File: config.mk
export PLATFORM = sky130hd
export DESIGN_NAME = conv_init_seq
export DESIGN_NICKNAME = d
export VERILOG_FILES = /design/src/rtl/conv_init_pkg.sv /design/src/rtl/pwr_edge_detect.sv /design/src/rtl/settle_timer.sv /design/src/rtl/zero_gate.sv /design/src/rtl/conv_init_seq.sv
export SDC_FILE = /design/constraint.sdc
export NUM_CORES = 1
export LEC_CHECK = 0
export BUFFER_PORTS_ARGS = -buffer_cell sky130_fd_sc_hd__buf_2
export CAP_MARGIN = 20
export CORE_AREA = 2 2 67 69
export CTS_CLUSTER_SIZE = 30
export DETAILED_ROUTE_END_ITERATION = 8
export DIE_AREA = 0 0 69 71
export PLACE_DENSITY = 0.83
export SLEW_MARGIN = 40
export SYNTH_ARGS = -nofsm -noshare
export SYNTH_HDL_FRONTEND = slang
export SYNTH_SLANG_ARGS = --single-unit
File: constraint.sdc
create_clock -name clk -period 4.4 [get_ports clk]
set_clock_uncertainty 0.1 [all_clocks]
set_input_delay 0.44 -clock clk [delete_from_list [all_inputs] [get_ports clk]]
set_output_delay 0.44 -clock clk [all_outputs]
set_load 0.1 [all_outputs]
File: src/rtl/conv_init_pkg.sv
package conv_init_pkg;

    localparam int unsigned SETTLE_PERIODS_DEF = 1059;
    localparam int unsigned SAMPLE_W_DEF       = 16;

    typedef enum logic {
        PH_IDLE   = 1'b0,
        PH_SETTLE = 1'b1
    } settle_phase_e;

    typedef struct packed {
        logic adc_l;
        logic adc_r;
        logic dac;
    } pwr_req_t;

    function automatic logic adc_any(input pwr_req_t req);
        return req.adc_l | req.adc_r;
    endfunction

    function automatic logic adc_trigger(input pwr_req_t now, input pwr_req_t was);
        return ((now.adc_l & ~was.adc_l) | (now.adc_r & ~was.adc_r)) & ~now.dac;
    endfunction

    function automatic logic dac_trigger(input pwr_req_t now, input pwr_req_t was);
        return now.dac & ~was.dac & ~adc_any(now);
    endfunction

endpackage

File: src/rtl/pwr_edge_detect.sv
module pwr_edge_detect
    import conv_init_pkg::*;
(
    input  logic     clk,
    input  logic     rst,
    input  pwr_req_t req,
    output logic     adc_start,
    output logic     dac_start
);

    pwr_req_t req_q;

    always_ff @(posedge clk) begin
        if (rst) begin
            req_q <= '0;
        end else begin
            req_q <= req;
        end
    end

    always_comb begin
        adc_start = adc_trigger(req, req_q);
        dac_start = dac_trigger(req, req_q);
    end

endmodule

File: src/rtl/settle_timer.sv
module settle_timer
    import conv_init_pkg::*;
#(
    parameter int unsigned PERIODS = SETTLE_PERIODS_DEF,
    parameter int unsigned CNT_W   = $clog2(PERIODS + 1)
) (
    input  logic clk,
    input  logic rst,
    input  logic fs_tick,
    input  logic start,
    input  logic path_on,
    output logic hold
);

    localparam logic [CNT_W-1:0] LAST = CNT_W'(PERIODS - 1);

    settle_phase_e    phase;
    logic [CNT_W-1:0] cnt;

    always_ff @(posedge clk) begin
        if (rst) begin
            phase <= PH_IDLE;
            cnt   <= '0;
        end else if (start) begin
            phase <= PH_SETTLE;
            cnt   <= '0;
        end else if (!path_on) begin
            phase <= PH_IDLE;
            cnt   <= '0;
        end else if (phase == PH_SETTLE && fs_tick) begin
            if (cnt == LAST) begin
                phase <= PH_IDLE;
                cnt   <= '0;
            end else begin
                cnt <= cnt + 1'b1;
            end
        end
    end

    assign hold = start | ((phase == PH_SETTLE) & path_on);

endmodule

File: src/rtl/zero_gate.sv
module zero_gate #(
    parameter int unsigned W = 16
) (
    input  logic         hold,
    input  logic [W-1:0] in_l,
    input  logic [W-1:0] in_r,
    output logic [W-1:0] out_l,
    output logic [W-1:0] out_r
);

    assign out_l = hold ? '0 : in_l;
    assign out_r = hold ? '0 : in_r;

endmodule

File: src/rtl/conv_init_seq.sv
module conv_init_seq
    import conv_init_pkg::*;
#(
    parameter int unsigned DATA_W       = SAMPLE_W_DEF,
    parameter int unsigned INIT_PERIODS = SETTLE_PERIODS_DEF
) (
    input  logic              clk,
    input  logic              rst,
    input  logic              fs_tick,
    input  logic              adc_en_l,
    input  logic              adc_en_r,
    input  logic              dac_en,
    input  logic [DATA_W-1:0] adc_l_in,
    input  logic [DATA_W-1:0] adc_r_in,
    input  logic [DATA_W-1:0] dac_l_in,
    input  logic [DATA_W-1:0] dac_r_in,
    output logic [DATA_W-1:0] adc_l_out,
    output logic [DATA_W-1:0] adc_r_out,
    output logic [DATA_W-1:0] dac_l_out,
    output logic [DATA_W-1:0] dac_r_out,
    output logic              adc_ready,
    output logic              dac_ready
);

    localparam int unsigned CNT_W = $clog2(INIT_PERIODS + 1);

    pwr_req_t req;
    logic     adc_start, dac_start;
    logic     adc_on, dac_on;
    logic     adc_hold, dac_hold;

    assign req    = '{adc_l: adc_en_l, adc_r: adc_en_r, dac: dac_en};
    assign adc_on = adc_any(req);
    assign dac_on = dac_en;

    pwr_edge_detect u_edge (
        .clk       (clk),
        .rst       (rst),
        .req       (req),
        .adc_start (adc_start),
        .dac_start (dac_start)
    );

    settle_timer #(.PERIODS(INIT_PERIODS), .CNT_W(CNT_W)) u_adc_timer (
        .clk     (clk),
        .rst     (rst),
        .fs_tick (fs_tick),
        .start   (adc_start),
        .path_on (adc_on),
        .hold    (adc_hold)
    );

    settle_timer #(.PERIODS(INIT_PERIODS), .CNT_W(CNT_W)) u_dac_timer (
        .clk     (clk),
        .rst     (rst),
        .fs_tick (fs_tick),
        .start   (dac_start),
        .path_on (dac_on),
        .hold    (dac_hold)
    );

    zero_gate #(.W(DATA_W)) u_adc_gate (
        .hold  (adc_hold),
        .in_l  (adc_l_in),
        .in_r  (adc_r_in),
        .out_l (adc_l_out),
        .out_r (adc_r_out)
    );

    zero_gate #(.W(DATA_W)) u_dac_gate (
        .hold  (dac_hold),
        .in_l  (dac_l_in),
        .in_r  (dac_r_in),
        .out_l (dac_l_out),
        .out_r (dac_r_out)
    );

    assign adc_ready = adc_on & ~adc_hold;
    assign dac_ready = dac_on & ~dac_hold;

endmodule

# Yosys cells after proc, flatten, opt, wreduce, memory -nomap -nowiden
# Cells that the tools add are included.
[classes]
addsub = 2
n_mul = 0
div = 0
order_cmp = 0
n_eq_ne = 6
shifts = 0
muxes = 14
bitwise_logic = 20
n_reduce_logical = 6
[ops]
columns = ["operator", "n"]
rows = [
  ["$mux W16", 4],
  ["$add A11 B1 Y11 const B", 2],
  ["$eq A11 B11 Y1 const B", 2],
  ["$mux W11", 2],
  ["$ne A3 B1 Y1 const B", 4],
  ["$and A1 B1 Y1", 9],
  ["$mux W1", 8],
  ["$not A1 Y1", 7],
  ["$reduce_or A3 Y1", 2],
  ["$or A1 B1 Y1", 4],
  ["$reduce_and A2 Y1", 2],
  ["$logic_and A1 B1 Y1", 2],
]
[totals]
ff_bits = 27
latchBits = 0
ramBits = 0
romBits = 0
in_bits = 70
output_inout_bits = 66
word_cells = 55
mem_count = 0

# Longest topological paths before layout
[logic_depth]
depth_word = 7
mapped_depth = 7
mapped_depth_nobuf = 6

# Cells and area by module
# A second synthesis with hierarchy kept.
[unflattened]
cells_unflattened = 217
area_unflattened_um2 = 1730.4
[by_module_without_submodules]
columns = ["module", "instances", "cells_per_inst", "area_each_um2", "seq_area_each_um2"]
rows = [
  ["settle_timer", 2, 67, 575.6, 240.2],
  ["zero_gate", 2, 35, 222.7, 0.0],
  ["pwr_edge_detect", 1, 10, 111.4, 60.1],
  ["conv_init_seq", 1, 3, 22.5, 0.0],
]

# Least setup slack after synthesis
# OpenSTA, ideal clock, no wires.
[synth_timing]
path_kind = "input-to-output"
start = "input adc_en_l"
end = "output adc_ready"
arrival_time_ps = 2627
t_required_ps = 3860
setup_slack_ps = 1233
path_stages = 3
path_buffers = 0
path_cell_list = "nand2b_1 a21oi_1 nor3_1"
[synth_via]
elab_chain_cells = 6
elab_cells_between_ends = 8
cone_classes = "8 x bitwise"
[synth_lines]
columns = ["item", "line", "source"]
rows = [
  ["start: declaration", "conv_init_seq.sv:10", "input logic adc_en_l,"],
  ["$and A1 B1 Y1", "conv_init_pkg.sv:22", "return ((now.adc_l & ~was.adc_l) | (now.adc_r & ~was.adc_r)) & ~now.dac;"],
  ["$or A1 B1 Y1", "conv_init_pkg.sv:22", ""],
  ["$and A1 B1 Y1", "conv_init_pkg.sv:22", ""],
  ["$or A1 B1 Y1", "settle_timer.sv:40", "assign hold = start | ((phase == PH_SETTLE) & path_on);"],
  ["$not A1 Y1", "conv_init_seq.sv:78", "assign adc_ready = adc_on & ~adc_hold;"],
  ["$and A1 B1 Y1 *", "conv_init_seq.sv:78", ""],
  ["end: declaration", "conv_init_seq.sv:21", "output logic adc_ready,"],
]
# Every way passes the cells marked *; elsewhere a longest branch is shown, timed or not.

# Worst setup path in the final report
[layout_timing]
start = "input adc_en_l"
end = "output adc_l_out[0]"
[layout_via]
elab_chain_cells = 5
elab_cells_between_ends = 7
cone_classes = "1 x mux; 6 x bitwise"
[layout_lines]
columns = ["item", "line", "source"]
rows = [
  ["$and A1 B1 Y1", "conv_init_pkg.sv:22", ""],
  ["$or A1 B1 Y1", "conv_init_pkg.sv:22", ""],
  ["$and A1 B1 Y1", "conv_init_pkg.sv:22", ""],
  ["$or A1 B1 Y1 *", "settle_timer.sv:40", ""],
  ["$mux W16 *", "zero_gate.sv:11", "assign out_l = hold ? '0 : in_l;"],
  ["end: declaration", "conv_init_seq.sv:17", "output logic [DATA_W-1:0] adc_l_out,"],
]
# Marks and branches as above.

==> implementation parameters <==
Parameter                              Value

Status
  Outcome ... finished, final reports clean

Detailed routing
  DRT Wirelength ... 4500 µm
  Overall via count from detail_route ... 1827
  Detailed-router iteration count before antenna repair ... 4
  Routed wire per std cell ... 11.3 µm
  DRC violation count after routing ... 0
  DRT antenna net count ... 0
  Number of DRC markers after the initial detailed-route iteration ... 47
  Via/cell ratio ... 4.60

Synthesis
  Sequential cell area fraction in the yosys report ... 32.2%
  Top cell type's share of synthesized area ... 32.2%
  Simple-gate portion of the synthesized area ... 48.8%
  Synthesized netlist net count ... 288
  Ranking of synthesized cells by area ... sky130_fd_sc_hd__dfxtp_1, sky130_fd_sc_hd__and2_1, sky130_fd_sc_hd__xnor2_1
  XOR/XNOR Fraction of Synth Area ... 10.4%
  Mean area per synthesized cell ... 7.85 µm²
  Number of standard cells after synthesis ... 214
  Cell type with the largest total area after synthesis ... sky130_fd_sc_hd__dfxtp_1
  Combinational family with the most area after synthesis ... simple AND/OR/NAND/NOR gates
  Adder-cell share of the synthesized area ... 2.98%
  Complex-gate fraction of the synthesized area ... 1.79%
  Mux contribution to synthesized area ... 0%
  Yosys cell types ... 26
  Warnings from Yosys ... 0
  Mapped Area ... 1680 µm²
  Synth Register Bits ... 27

Clock tree
  CTS Buf Count ... 3
  H-tree levels ... 1
  TritonCTS clock tree ... yes
  Post-CTS Setup Inserts ... 0
  Clock tree buffer depth ... 2
  Buffer cell driving the clock tree root ... sky130_fd_sc_hd__clkbuf_8
  Number of cells upsized or downsized after cts ... 0
  Register clock-pin slew on the reported worst setup and hold paths ... 90 ps
  Clock latency on the worst-skew pair ... 270 ps
  Total number of clock tree sinks ... 27
  # hold bufs at CTS ... 0

Flow run
  Max-cap violation count ... 0

Worst setup path
  Worst endpoint data arrival time ... 1850 ps
  WP buf/inv ... 4
  Worst EP required ... 3860 ps
  Number of cells on the critical path ... 7
  Top fanout value on the critical path ... 32
  Cells along the critical path ... buf_2 -> nor2_1 -> inv_1 -> a21oi_1 -> buf_4 -> and2_1 -> buf_2
  Category of the most critical setup path ... input pin to output port
  Largest delay share family, worst path ... buffers and inverters
  Endpoint class of the critical path ... output port
  Most frequent cell on the critical path ... sky130_fd_sc_hd__buf_2
  Critical Path Slowest Stage Cell ... sky130_fd_sc_hd__buf_2
  CP max stage delay ... 420 ps
  Worst reg2reg path depth ... 6
  Crit start category ... input pin

Timing
  Pin slew with the least headroom to its limit ... 468 ps
  Final hold violations ... 0
  Worst setup slack after layout ... 2010 ps
  Setup violation total in the final timing report ... 0
  Time the final worst path needs with I/O delays and setup ... 2390 ps
  Post-route setup TNS ... 0 ps
  Max-slew headroom at the worst pin ... 68.3%
  RSZ-0062 raised after global routing ... no
  Final slew viol count ... 0
  Maximum clock frequency ... 418 MHz
  Fraction of the cycle the final worst path needs ... 54.4%

Cells and area
  Filler Cell Count ... 389
  Number of nets at the end of the flow ... 420
  Share of the core filled with cells ... 57.9%
  Inserted Diodes ... 0
  Number of standard cells in the layout, taps in and fillers out ... 397
  Area growth from synthesis to layout ... 45.0%
  Footprint of the multi-input gates ... 1070 µm²
  Share of post-route cells with drive strength above 1 ... 41.4%
  Sequential cell area in the final layout ... 541 µm²

Global routing
  Via count of the first global-routing pass ... 1742
  Remaining Overflow, GRT ... 0
  Pin count of the biggest net entering global routing ... 35
  First-pass GRT wire length ... 7380 µm
  GRT Overall Usage ... 18.0%
  Antenna violations before repair ... 0

Floorplanning
  Die extent in x ... 69 µm
  Row count ... 24
  Number of ports placed on the die boundary ... 136
  Die Area ... 4900 µm²
  Vertical extent of the die ... 71 µm
  Core box area ... 4200 µm²
  Starting Density ... 40.0%

Place
  Gpl congestion ... 0.823
  PortBufs ... 135
  Setup slack after placement ... 2010 ps
  HPWL reported at the end of detailed placement ... 3690 µm
  Number of cells after detailed placement ... 393

Power
  Worst-case vdd ir drop ... 201 µV
  Pwr dens ... 360 nW/µm²
  Leakage power total ... 1.14 nW

Worst hold path
  Worst min-delay path class ... input pin to register
  Cells on Worst Hold Path ... 2
[synthesized netlist by cell type (all sizes together)]
| cell type | n |
|---|---|
| nor2 | 27 |
| nand3 | 5 |
| inv | 5 |
| nand3b | 1 |
| nand2 | 7 |
| nand2b | 2 |
| or4 | 3 |
| nor4 | 2 |
| and2 | 67 |
| ha | 4 |
| nor2b | 5 |
| or4b | 1 |
| clkbuf | 8 |
| and4 | 1 |
| buf | 2 |
| xor2 | 8 |
| nor4b | 3 |
| nor3 | 9 |
| xnor2 | 12 |
| a21oi | 3 |
| nand4 | 10 |
| dfxtp | 27 |
| a211oi | 2 |
[metal layers]
metal,vias to the layer above,part of all wire (%),track usage [%]
li1,958,-,-
met1,801,42,21.9
met2,64,50,31.5
met3,4,6.7,4.84
met4,0,0.80,4.58
met5,-,0,0
[stage by stage]
stage / hold slack [ps] / instance area [µm²] / power [mW]
CTS: 309 / 2440 / 0.886
global route: 321 / 2440 / 0.907
floorplan: 376 / 1680 / 0.663
detailed placement: 405 / 2390 / 0.744
global placement: 403 / 2390 / 0.741
finish: 316 / 2440 / 0.877
[cells in the final DEF (no fill, tap or decap)]
cell type and instances:
sky130_fd_sc_hd__or4_1 2, sky130_fd_sc_hd__xor2_1 8, sky130_fd_sc_hd__a21oi_1 3, sky130_fd_sc_hd__a211oi_1 2, sky130_fd_sc_hd__nand4_1 10, sky130_fd_sc_hd__nand2b_1 2
sky130_fd_sc_hd__dfxtp_1 27, sky130_fd_sc_hd__nor2_1 27, sky130_fd_sc_hd__nor3_1 8, sky130_fd_sc_hd__nand3_1 5, sky130_fd_sc_hd__clkbuf_8 3, sky130_fd_sc_hd__nor3_2 1
sky130_fd_sc_hd__or4_4 1, sky130_fd_sc_hd__nor4b_1 3, sky130_fd_sc_hd__nand2_1 7, sky130_fd_sc_hd__ha_1 4, sky130_fd_sc_hd__buf_4 2, sky130_fd_sc_hd__and4_1 1
sky130_fd_sc_hd__nor4_1 2, sky130_fd_sc_hd__or4b_1 1, sky130_fd_sc_hd__inv_1 5, sky130_fd_sc_hd__clkinv_2 1, sky130_fd_sc_hd__nand3b_1 1, sky130_fd_sc_hd__nor2b_1 5
sky130_fd_sc_hd__xnor2_1 12, sky130_fd_sc_hd__buf_2 135, sky130_fd_sc_hd__and2_1 67
[flip-flops by register name, summed over array words and instances (netlist names)]
register and count:
u_edge.req_q 3, u_dac_timer.cnt 11, u_adc_timer.cnt 11, u_adc_timer.phase 1
u_dac_timer.phase 1
[logic make-up after synthesis]
group / Yosys count
XOR/XNOR: 20
AO/OA/AOI/OAI: 5
adder cells (fa/ha/maj): 4
AND/OR/NAND/NOR: 143
flip-flops: 27
buffers and inverters: 15
[path summary, 6_finish.rpt]
check | start | slack [ps] | endpoint
max | adc_en_l | 2010 | adc_l_out[0]
min | rst | 320 | u_edge.req_q[2]
max reg2reg | u_adc_timer.cnt[0] | 2620 | u_adc_timer.cnt[1]
min reg2reg | u_dac_timer.cnt[10] | 420 | u_dac_timer.cnt[10]
[where the power goes]
group / internal (mW) / leakage, nW / switching (mW)
registers: 0.247 / 0.219 / 0.00264
logic: 0.0812 / 0.895 / 0.406
clock network: 0.0634 / 0.0255 / 0.0758
total: 0.392 / 1.14 / 0.485
[final cells by class]
cell class	count	area share [%]
clock buffers	3	1.69
clock inverters	1	0.205
inverters	5	0.770
multi-input cells	172	44.1
flip-flops and latches	27	22.2
well taps	52	2.67
repair buffers	137	28.4
Power figures use the tool's default switching activity.
